`src/rtl/zps_pkg.sv`:
```
package zps_pkg;

  typedef enum logic [1:0] {
    PH_COUNT = 2'd0,
    PH_HALT  = 2'd1,
    PH_DONE  = 2'd2
  } zps_phase_e;

  // Oscillator level for a given position inside its period.
  function automatic logic osc_high(input int unsigned pos, input int unsigned period);
    return pos < (period / 2);
  endfunction

  // Next position inside the oscillator period, wrapping to zero.
  function automatic int unsigned osc_step(input int unsigned pos, input int unsigned period);
    return (pos + 1 >= period) ? 0 : pos + 1;
  endfunction

endpackage

```
`src/rtl/zps_sync.sv`:
```
module zps_sync #(
  parameter int STAGES = 2
) (
  input  logic clk,
  input  logic rst_n,
  input  logic d,
  output logic q,
  output logic q_prev
);
  logic [STAGES-1:0] pipe;

  always_ff @(posedge clk or negedge rst_n) begin
    if (!rst_n) begin
      pipe   <= '0;
      q_prev <= 1'b0;
    end else begin
      pipe   <= {pipe[STAGES-2:0], d};
      q_prev <= pipe[STAGES-1];
    end
  end

  assign q = pipe[STAGES-1];
endmodule

```
`src/rtl/zps_osc_src.sv`:
```
module zps_osc_src
  import zps_pkg::*;
#(
  parameter int PERIOD = 6
) (
  input  logic clk,
  input  logic rst_n,
  input  logic halt,
  output logic lvl,
  output logic fall
);
  localparam int CW = $clog2(PERIOD);

  logic [CW-1:0] pos;
  logic          lvl_prev;

  always_ff @(posedge clk or negedge rst_n) begin
    if (!rst_n) begin
      pos      <= '0;
      lvl      <= 1'b0;
      lvl_prev <= 1'b0;
    end else begin
      lvl_prev <= lvl;
      if (halt) begin
        pos <= '0;
        lvl <= 1'b0;
      end else begin
        lvl <= osc_high(32'(pos), PERIOD);
        pos <= CW'(osc_step(32'(pos), PERIOD));
      end
    end
  end

  assign fall = lvl_prev & ~lvl;

  // a halted oscillator stays low
  assert_stopped_low_R2: assert property (@(posedge clk) disable iff (!rst_n)
    (halt && $past(halt)) |-> !lvl)
    else $error("oscillator high while halted");

  // release from halt gives a rising oscillator one clock later
  assert_restart_high_R3: assert property (@(posedge clk) disable iff (!rst_n)
    $fell(halt) |=> lvl)
    else $error("oscillator not restarted high");
endmodule

```
`src/rtl/zps_seq_fsm.sv`:
```
module zps_seq_fsm
  import zps_pkg::*;
#(
  parameter int PAUSE_CYCLES = 2,
  parameter int ALIGN_EDGE   = 2
) (
  input  logic clk,
  input  logic rst_n,
  input  logic gate_s,
  input  logic osc_fall,
  input  logic data_edge,
  input  logic ref_rise,
  output logic mode,
  output logic mode_chg,
  output logic halted,
  output logic done
);
  localparam int MAXN = (PAUSE_CYCLES > ALIGN_EDGE) ? PAUSE_CYCLES : ALIGN_EDGE;
  localparam int NW   = $clog2(MAXN + 1);

  zps_phase_e      phase;
  logic [NW-1:0]   n;
  logic            align;

  assign mode_chg = gate_s != mode;
  assign align    = mode ? data_edge : ref_rise;
  assign halted   = phase == PH_HALT;
  assign done     = phase == PH_DONE;

  always_ff @(posedge clk or negedge rst_n) begin
    if (!rst_n) begin
      mode  <= 1'b0;
      phase <= PH_DONE;
      n     <= '0;
    end else if (mode_chg) begin
      mode  <= gate_s;
      phase <= PH_COUNT;
      n     <= '0;
    end else begin
      case (phase)
        PH_COUNT: if (osc_fall) begin
          if (n == NW'(PAUSE_CYCLES - 1)) begin
            phase <= PH_HALT;
            n     <= '0;
          end else begin
            n <= n + 1'b1;
          end
        end
        PH_HALT: if (align) begin
          if (n == NW'(ALIGN_EDGE - 1)) begin
            phase <= PH_DONE;
            n     <= '0;
          end else begin
            n <= n + 1'b1;
          end
        end
        default: ;
      endcase
    end
  end

  // halting begins only right after an oscillator falling edge
  assert_halt_on_fall_R2: assert property (@(posedge clk) disable iff (!rst_n)
    $rose(halted) |-> $past(osc_fall))
    else $error("halt without oscillator fall");

  // completion follows an alignment event of the current mode
  assert_done_on_align_R3: assert property (@(posedge clk) disable iff (!rst_n)
    $rose(done) |-> $past(align))
    else $error("restart without alignment event");

  // a gate change clears the done flag
  assert_done_clears_R8: assert property (@(posedge clk) disable iff (!rst_n)
    mode_chg |=> !done)
    else $error("done kept after gate change");

  // an abort never leaves the oscillator halted
  assert_abort_resumes_R9: assert property (@(posedge clk) disable iff (!rst_n)
    (halted && mode_chg) |=> !halted)
    else $error("oscillator left halted after abort");
endmodule

```
`src/rtl/zps_clk_mux.sv`:
```
module zps_clk_mux #(
  parameter int MIN_PULSE = 3
) (
  input  logic clk,
  input  logic rst_n,
  input  logic want_osc,
  input  logic ref_lvl,
  input  logic ref_fall,
  input  logic osc_lvl,
  input  logic osc_fall,
  output logic clk_out
);
  localparam int RW = $clog2(MIN_PULSE + 1) + 1;

  logic          ref_en;
  logic          osc_en;
  logic [RW-1:0] hi_run;

  always_ff @(posedge clk or negedge rst_n) begin
    if (!rst_n) begin
      ref_en  <= 1'b1;
      osc_en  <= 1'b0;
      clk_out <= 1'b0;
    end else begin
      if (ref_fall) ref_en <= ~want_osc & ~osc_en;
      if (osc_fall) osc_en <= want_osc & ~ref_en;
      clk_out <= (ref_lvl & ref_en) | (osc_lvl & osc_en);
    end
  end

  // length of the current high run on the output, saturating
  always_ff @(posedge clk or negedge rst_n) begin
    if (!rst_n)            hi_run <= '0;
    else if (!clk_out)     hi_run <= '0;
    else if (hi_run < RW'(MIN_PULSE)) hi_run <= hi_run + 1'b1;
  end

  // break-before-make between the two sources
  assert_one_source_R7: assert property (@(posedge clk) disable iff (!rst_n)
    !(ref_en && osc_en))
    else $error("both sources enabled");

  // no runt high pulse on the output
  assert_no_runt_R7: assert property (@(posedge clk) disable iff (!rst_n)
    (!clk_out && hi_run != '0) |-> hi_run >= RW'(MIN_PULSE))
    else $error("runt pulse on output clock");

  // oscillator path opens only when requested
  assert_osc_on_request_R5: assert property (@(posedge clk) disable iff (!rst_n)
    $rose(osc_en) |-> $past(want_osc))
    else $error("oscillator enabled without request");

  // reference path reopens only when the oscillator is not wanted
  assert_ref_on_release_R4: assert property (@(posedge clk) disable iff (!rst_n)
    $rose(ref_en) |-> !$past(want_osc))
    else $error("reference enabled while oscillator wanted");
endmodule

```
`src/rtl/zps_clock_sequencer.sv`:
```
module zps_clock_sequencer #(
  parameter int SYNC_STAGES  = 2,
  parameter int OSC_PERIOD   = 6,
  parameter int PAUSE_CYCLES = 2,
  parameter int ALIGN_EDGE   = 2,
  parameter int MIN_PULSE    = 3
) (
  input  logic clk,
  input  logic rst_n,
  input  logic read_gate_in,
  input  logic ref_clk_in,
  input  logic data_in,
  output logic osc_clk,
  output logic osc_stop,
  output logic clk_out,
  output logic zps_done
);
  logic gate_s, gate_p;
  logic data_s, data_p;
  logic ref_s, ref_p;
  logic data_edge, ref_rise, ref_fall;
  logic osc_fall;
  logic mode, mode_chg, halted, done;
  logic want_osc;

  zps_sync #(.STAGES(SYNC_STAGES)) u_gate_sync (
    .clk(clk), .rst_n(rst_n), .d(read_gate_in), .q(gate_s), .q_prev(gate_p));
  zps_sync #(.STAGES(SYNC_STAGES)) u_data_sync (
    .clk(clk), .rst_n(rst_n), .d(data_in), .q(data_s), .q_prev(data_p));
  zps_sync #(.STAGES(SYNC_STAGES)) u_ref_sync (
    .clk(clk), .rst_n(rst_n), .d(ref_clk_in), .q(ref_s), .q_prev(ref_p));

  assign data_edge = data_s & ~data_p;
  assign ref_rise  = ref_s & ~ref_p;
  assign ref_fall  = ~ref_s & ref_p;

  zps_seq_fsm #(.PAUSE_CYCLES(PAUSE_CYCLES), .ALIGN_EDGE(ALIGN_EDGE)) u_fsm (
    .clk(clk), .rst_n(rst_n), .gate_s(gate_s), .osc_fall(osc_fall),
    .data_edge(data_edge), .ref_rise(ref_rise),
    .mode(mode), .mode_chg(mode_chg), .halted(halted), .done(done));

  zps_osc_src #(.PERIOD(OSC_PERIOD)) u_osc (
    .clk(clk), .rst_n(rst_n), .halt(halted), .lvl(osc_clk), .fall(osc_fall));

  assign want_osc = mode & done;

  zps_clk_mux #(.MIN_PULSE(MIN_PULSE)) u_mux (
    .clk(clk), .rst_n(rst_n), .want_osc(want_osc),
    .ref_lvl(ref_s), .ref_fall(ref_fall),
    .osc_lvl(osc_clk), .osc_fall(osc_fall), .clk_out(clk_out));

  assign osc_stop = halted;
  assign zps_done = done;

  // every synchronized gate edge starts a new sequence
  assert_gate_edge_seq_R1: assert property (@(posedge clk) disable iff (!rst_n)
    (gate_s ^ gate_p) |-> mode_chg)
    else $error("synchronized gate edge not acted on");
endmodule

```
`config.mk`:
```
export PLATFORM = sky130hd
export DESIGN_NAME = zps_clock_sequencer
export DESIGN_NICKNAME = d
export VERILOG_FILES = /design/src/rtl/zps_pkg.sv /design/src/rtl/zps_sync.sv /design/src/rtl/zps_osc_src.sv /design/src/rtl/zps_seq_fsm.sv /design/src/rtl/zps_clk_mux.sv /design/src/rtl/zps_clock_sequencer.sv
export SDC_FILE = /design/constraint.sdc
export NUM_CORES = 1
export LEC_CHECK = 0
export BUFFER_PORTS_ARGS = -buffer_cell sky130_fd_sc_hd__buf_2
export CAP_MARGIN = 30
export CELL_PAD_IN_SITES_DETAIL_PLACEMENT = 0
export CELL_PAD_IN_SITES_GLOBAL_PLACEMENT = 1
export CORE_UTILIZATION = 35
export DETAILED_ROUTE_END_ITERATION = 10
export HOLD_SLACK_MARGIN = 0.05
export MAX_ROUTING_LAYER = met4
export PLACE_DENSITY = 0.6
export REMOVE_ABC_BUFFERS = 1
export SLEW_MARGIN = 20
export SYNTH_ARGS = -nofsm -noshare
export SYNTH_HDL_FRONTEND = slang
export SYNTH_SLANG_ARGS = --single-unit
```
`constraint.sdc`:
```
create_clock -name clk -period 3.2 [get_ports clk]
set_clock_uncertainty 0.2 [all_clocks]
set_input_delay 0.64 -clock clk [delete_from_list [all_inputs] [get_ports clk]]
set_output_delay 0.64 -clock clk [all_outputs]
set_load 0.02 [all_outputs]
```
After elaboration in Yosys (flattened, before gate mapping)
Cells that the tools add are included.
{"block": "word_totals", "out_inout_bits": 4, "reg_bits": 21, "in_bits": 5}
{"block": "op_classes", "muxes": 15, "addsub": 2, "magnitude_cmp": 2, "reduce_logical": 4, "bitwise_logic": 17, "n_eq_ne": 8}
{"cell": "2-bit 2-to-1 mux", "count": 9}
{"cell": "1-bit AND", "count": 9}
{"cell": "2-bit one-hot mux with 2 select lines", "count": 2}
{"cell": "1-bit NOT", "count": 7}
{"cell": "3-bit 2-to-1 mux", "count": 2}
{"cell": "3-bit by 1-bit != test with 1-bit output, second input constant", "count": 2}
{"cell": "5-bit AND reduction", "count": 1}
{"cell": "3-bit by 1-bit adder with 4-bit output, second input constant", "count": 1}
{"cell": "2-bit by 1-bit == test with 1-bit output, second input constant", "count": 2}
{"cell": "4-bit by 3-bit greater-or-equal comparator with 1-bit output, second input constant", "count": 1}
{"cell": "3-bit by 2-bit less-than comparator with 1-bit output, second input constant", "count": 1}
{"cell": "3-bit by 2-bit != test with 1-bit output, second input constant", "count": 1}
{"cell": "3-bit != test, second input constant", "count": 1}
{"cell": "3-bit AND reduction", "count": 1}
{"cell": "3-bit nonzero test", "count": 1}
{"cell": "2-bit by 1-bit adder with 2-bit output, second input constant", "count": 1}
{"cell": "2-bit == test, second input constant", "count": 1}
{"cell": "2-bit logical NOT", "count": 1}
{"cell": "1-bit 2-to-1 mux", "count": 2}
{"cell": "1-bit != test", "count": 1}
{"cell": "1-bit bitwise OR", "count": 1}

Logic depth before layout (Yosys ltp)
{"block": "logic_depth", "depth_word": 6, "ltp_mapped": 5, "depth_no_buf": 4}

By module
A second synthesis with hierarchy kept.
{"block": "unflattened", "hier_cells": 69, "area_unflattened_um2": 884.6}
{"mod": "zps_seq_fsm", "area_per_inst_um2": 290.3, "cells_per_inst": 28, "seq_area_each_um2": 126.4, "instances": 1}
{"mod": "zps_sync", "area_per_inst_um2": 75.1, "cells_per_inst": 3, "seq_area_each_um2": 75.1, "instances": 3}
{"mod": "zps_osc_src", "area_per_inst_um2": 221.5, "cells_per_inst": 19, "seq_area_each_um2": 125.1, "instances": 1}
{"mod": "zps_clk_mux", "area_per_inst_um2": 120.1, "cells_per_inst": 9, "seq_area_each_um2": 76.3, "instances": 1}
{"mod": "zps_clock_sequencer", "area_per_inst_um2": 27.5, "cells_per_inst": 4, "seq_area_each_um2": 0.0, "instances": 1}

Worst setup path after synthesis
No wires, ideal clock.
{"block": "synth_path", "kind": "reg-to-output", "from": "reg u_fsm.phase[1]", "to": "out zps_done", "t_arrival_ns": 0.947, "path_stages_with_launch": 3, "setup_slack_ns": 1.413, "required_time_ns": 2.360, "n_path_buf": 0, "path_cell_list": "dfstp_2 -> inv_1 -> nor2_1"}
{"block": "synth_via", "elab_chain_cells": 1}
{"item": "start, declared", "line_no": "zps_seq_fsm.sv:21", "text": "zps_phase_e phase;"}
{"item": "start signal, assigned", "line_no": "zps_seq_fsm.sv:33", "text": "phase <= PH_DONE;"}
{"item": "start signal, assigned", "line_no": "zps_seq_fsm.sv:37", "text": "phase <= PH_COUNT;"}
{"item": "start signal, assigned", "line_no": "zps_seq_fsm.sv:43", "text": "phase <= PH_HALT;"}
{"item": "2-bit == test", "line_no": "zps_seq_fsm.sv:28", "text": "assign done = phase == PH_DONE;"}
{"item": "end, declared", "line_no": "zps_clock_sequencer.sv:16", "text": "output logic zps_done"}
No other way between the ends.

Worst setup path in the final report
{"block": "layout_path", "from": "reg u_fsm.phase[0]", "to": "out osc_stop"}
{"block": "layout_via", "elab_chain_cells": 1}
{"item": "2-bit by 1-bit == test with 1-bit output", "line_no": "zps_seq_fsm.sv:27", "text": "assign halted = phase == PH_HALT;"}
{"item": "end, declared", "line_no": "zps_clock_sequencer.sv:14", "text": "output logic osc_stop,"}
No other way between the ends.

==> impl_metrics.ini <==
[die]
die_y_um = 52.3
start_util_pct = 38.6
core_mm2 = 0.00230
pin_count = 9
num_rows = 17
dieArea_mm2 = 0.00274
dieWidth_um = 52.3

[layout]
diodes = 0
fin_nets = 93
syn_to_final_growth_pct = 9.45
layout_commonest_cell = dfrtp_1
fin_util_pct = 42.3
seqCellArea_um2 = 528
fillerInstances = 227
final_cell_area_um2 = 971
drive_above_1_share_pct = 18.8
final_cell_mix = dfrtp_1, buf_2, nor2_1, nor2b_1, nand2_1
multi_input_area_um2 = 330

[sta]
tightest_slew_ns = 0.437
fmax_mhz = 442
whs_ns = 0.0753
finalMaxSlewViolations = 0
setup_viol_count_final = 0
finalHoldViolCount = 0
period_minus_slack_ns = 2.26
relSlewSlack_pct = 70.9
tns_ns = 0
rsz0062_at_grt = false
period_share_pct = 70.7

[clock_network]
path_clk_slew_ns = 0.10
cts_sinks = 21
htreeDepth = 1
hold_buffers = 0
postCtsSetupBuffers = 0
cts_buffers = 3
cts_buffer_depth = 2
root_buffer = clkbuf_4
tritoncts = built
cts_resized = 0
worstSkewPairLatency_ns = 0.29

[worst_setup_path]
critPathLaunchType = register
path_cells = nor2b_1 -> buf_2
path_buf_inv = 1
arrival_ns = 1.42
regToRegSetupSlack_ns = 1.34
r2r_cells = 4
reg2reg_to = u_fsm.n[0]
critPathKind = register to output pin
critPathMaxStageDelay_ns = 0.48
worstPathRequired_ns = 2.36
crit-reg2reg-launch = u_fsm.mode
cpLargestDelayFamily = flip-flops
critPathSlowestCell = dfrtp_1
cp-end-kind = output pin
crit_start = u_fsm.phase[0]
cp_max_fo = 9

[synth]
syn_inst = 76
synth_warnings = 0
synth_cell_type_count = 28
synth.ff_latch_count = 21
yosysSeqAreaShare_pct = 59.5
syn_avg_cell_area_um2 = 11.7
syn_area_um2 = 887

[power_and_ir_drop]
sequentialPowerShare_pct = 54.7
p_clk_share_pct = 18.6
internal_power_uw = 435
comb_power_share_pct = 26.7
p_leak_nw = 0.416
irDropWorstVdd_uv = 397
p_sw_uw = 200
powerDensity_mw_per_mm2 = 654
p_sw_share_pct = 31.5

[route]
drcViolationCount = 0
ant_nets = 0
route.met2.wl_um = 633
wire_per_inst_um = 12.2
vias = 565
wl_met3_um = 37
viasPerCell = 5.00
firstDrtPassIters = 4
top_layer = met4
drt_iter0_drc = 10
met1_length_um = 692
routed_wl_mm = 1.38

[global_routing]
grt_antenna_before_repair = 0
grt_pass1_wl_mm = 2.29
grt_use_total_pct = 12.4
grt-ovfl-total = 0
grt_pass1_vias = 528
grt_max_degree = 22

[placement]
routabilityCongestion = 0.743
post_dp_cell_area_um2 = 945
hpwl_mm = 1.04
port_buffers = 8

[worst_hold_path]
hold_path_class = primary input to asynchronous set/reset pin

[outcome]
status = finished clean

[run]
maxCapViolations = 0
==> sequential cells by signal, summed over array words and instances, names as in the netlist <==
name / count
u_osc.lvl_prev: 1
u_ref_sync.pipe: 2
u_mux.osc_en: 1
u_osc.lvl: 1
u_data_sync.pipe: 2
u_fsm.mode: 1
u_ref_sync.q_prev: 1
u_fsm.n: 2
u_mux.ref_en: 1
u_osc.pos: 3
u_fsm.phase: 2
u_gate_sync.pipe: 2
u_mux.clk_out: 1
u_data_sync.q_prev: 1
==> layer usage <==
metal  track usage [%]  vias to the layer above
met4              6.58                        0
met3              3.48                        2
met5                 -                        -
li1                  -                      280
met1              14.9                      277
met2              18.8                        6
==> area by class of cell <==
type	count	area share [%]
multi-input combinational	49	34.0
timing repair buffer	8	4.12
clock buffer	4	2.71
inverter	3	1.16
sequential	21	54.4
tap	28	3.61
==> power groups by stage <==
stage / logic, mW / clock network [mW] / registers, mW
floorplan: 0.126 / 0 / 0.348
global placement: 0.175 / 0 / 0.351
detailed placement: 0.170 / 0 / 0.351
CTS: 0.171 / 0.125 / 0.347
global route: 0.190 / 0.139 / 0.354
finish: 0.169 / 0.118 / 0.347
==> cells in the mapped netlist <==
| cell | count | area, um^2 |
|---|---|---|
| nor3_1 | 2 | 10.0 |
| ha_1 | 2 | 25.0 |
| nand2_1 | 5 | 18.8 |
| o22ai_1 | 1 | 6.26 |
| inv_1 | 3 | 11.3 |
| o2bb2ai_1 | 1 | 8.76 |
| dfstp_2 | 2 | 52.6 |
| a21oi_1 | 3 | 15.0 |
| a32o_1 | 1 | 10.0 |
| nor2_1 | 6 | 22.5 |
| buf_2 | 1 | 5.00 |
| nand2b_1 | 3 | 18.8 |
| xor2_1 | 1 | 8.76 |
| o21ai_0 | 2 | 10.0 |
| or4_1 | 2 | 15.0 |
| dfrtp_1 | 19 | 475 |
| and3_1 | 1 | 6.26 |
| a211oi_1 | 1 | 7.51 |
| mux2_2 | 2 | 22.5 |
| or3_1 | 1 | 6.26 |
| dlygate4sd1_1 | 1 | 8.76 |
| a22o_1 | 1 | 8.76 |
| nor3b_1 | 4 | 30.0 |
| xor2_2 | 1 | 16.3 |
| nor2b_1 | 5 | 31.3 |
| clkbuf_1 | 1 | 3.75 |
| nand3b_1 | 2 | 15.0 |
| a2111oi_0 | 2 | 17.5 |
==> stage by stage <==
step	power [mW]	std cells	setup WS (ns)
4_1_cts	0.644	113	0.926
3_5_place_dp	0.521	109	1.26
3_3_place_gp	0.526	109	1.32
6_report	0.635	113	0.936
5_1_grt	0.682	113	0.846
2_1_floorplan	0.474	73	1.41
==> worst max path at each step <==
stage,end,slack [ns],cells after the start
after floorplan,osc_stop,1.41,1
after global placement,osc_stop,1.32,2
after detailed placement,osc_stop,1.26,2
after CTS,osc_stop,0.93,2
after global routing,osc_stop,0.85,2
final,osc_stop,0.94,2
==> cells by family (layout without fill, tap and decap cells) <==
kind of cell	Yosys count	in the layout	synth area share, %
adders and majority gates	2	2	2.82
and+or+nand+nor	31	31	19.6
xor gates and xnor gates	2	2	2.82
buffers and inverters	6	15	3.24
muxes	2	2	2.54
AOI/OAI and AO/OA	12	12	9.45
DFF	21	21	59.5
==> worst reg2reg max path: stages (launching register included) <==
cell	delay, ns
dfrtp_1	0.49
xor2_2	0.32
or4_1	0.16
o22ai_1	0.06
or4_1	0.51
Power figures use the tool's default switching activity.
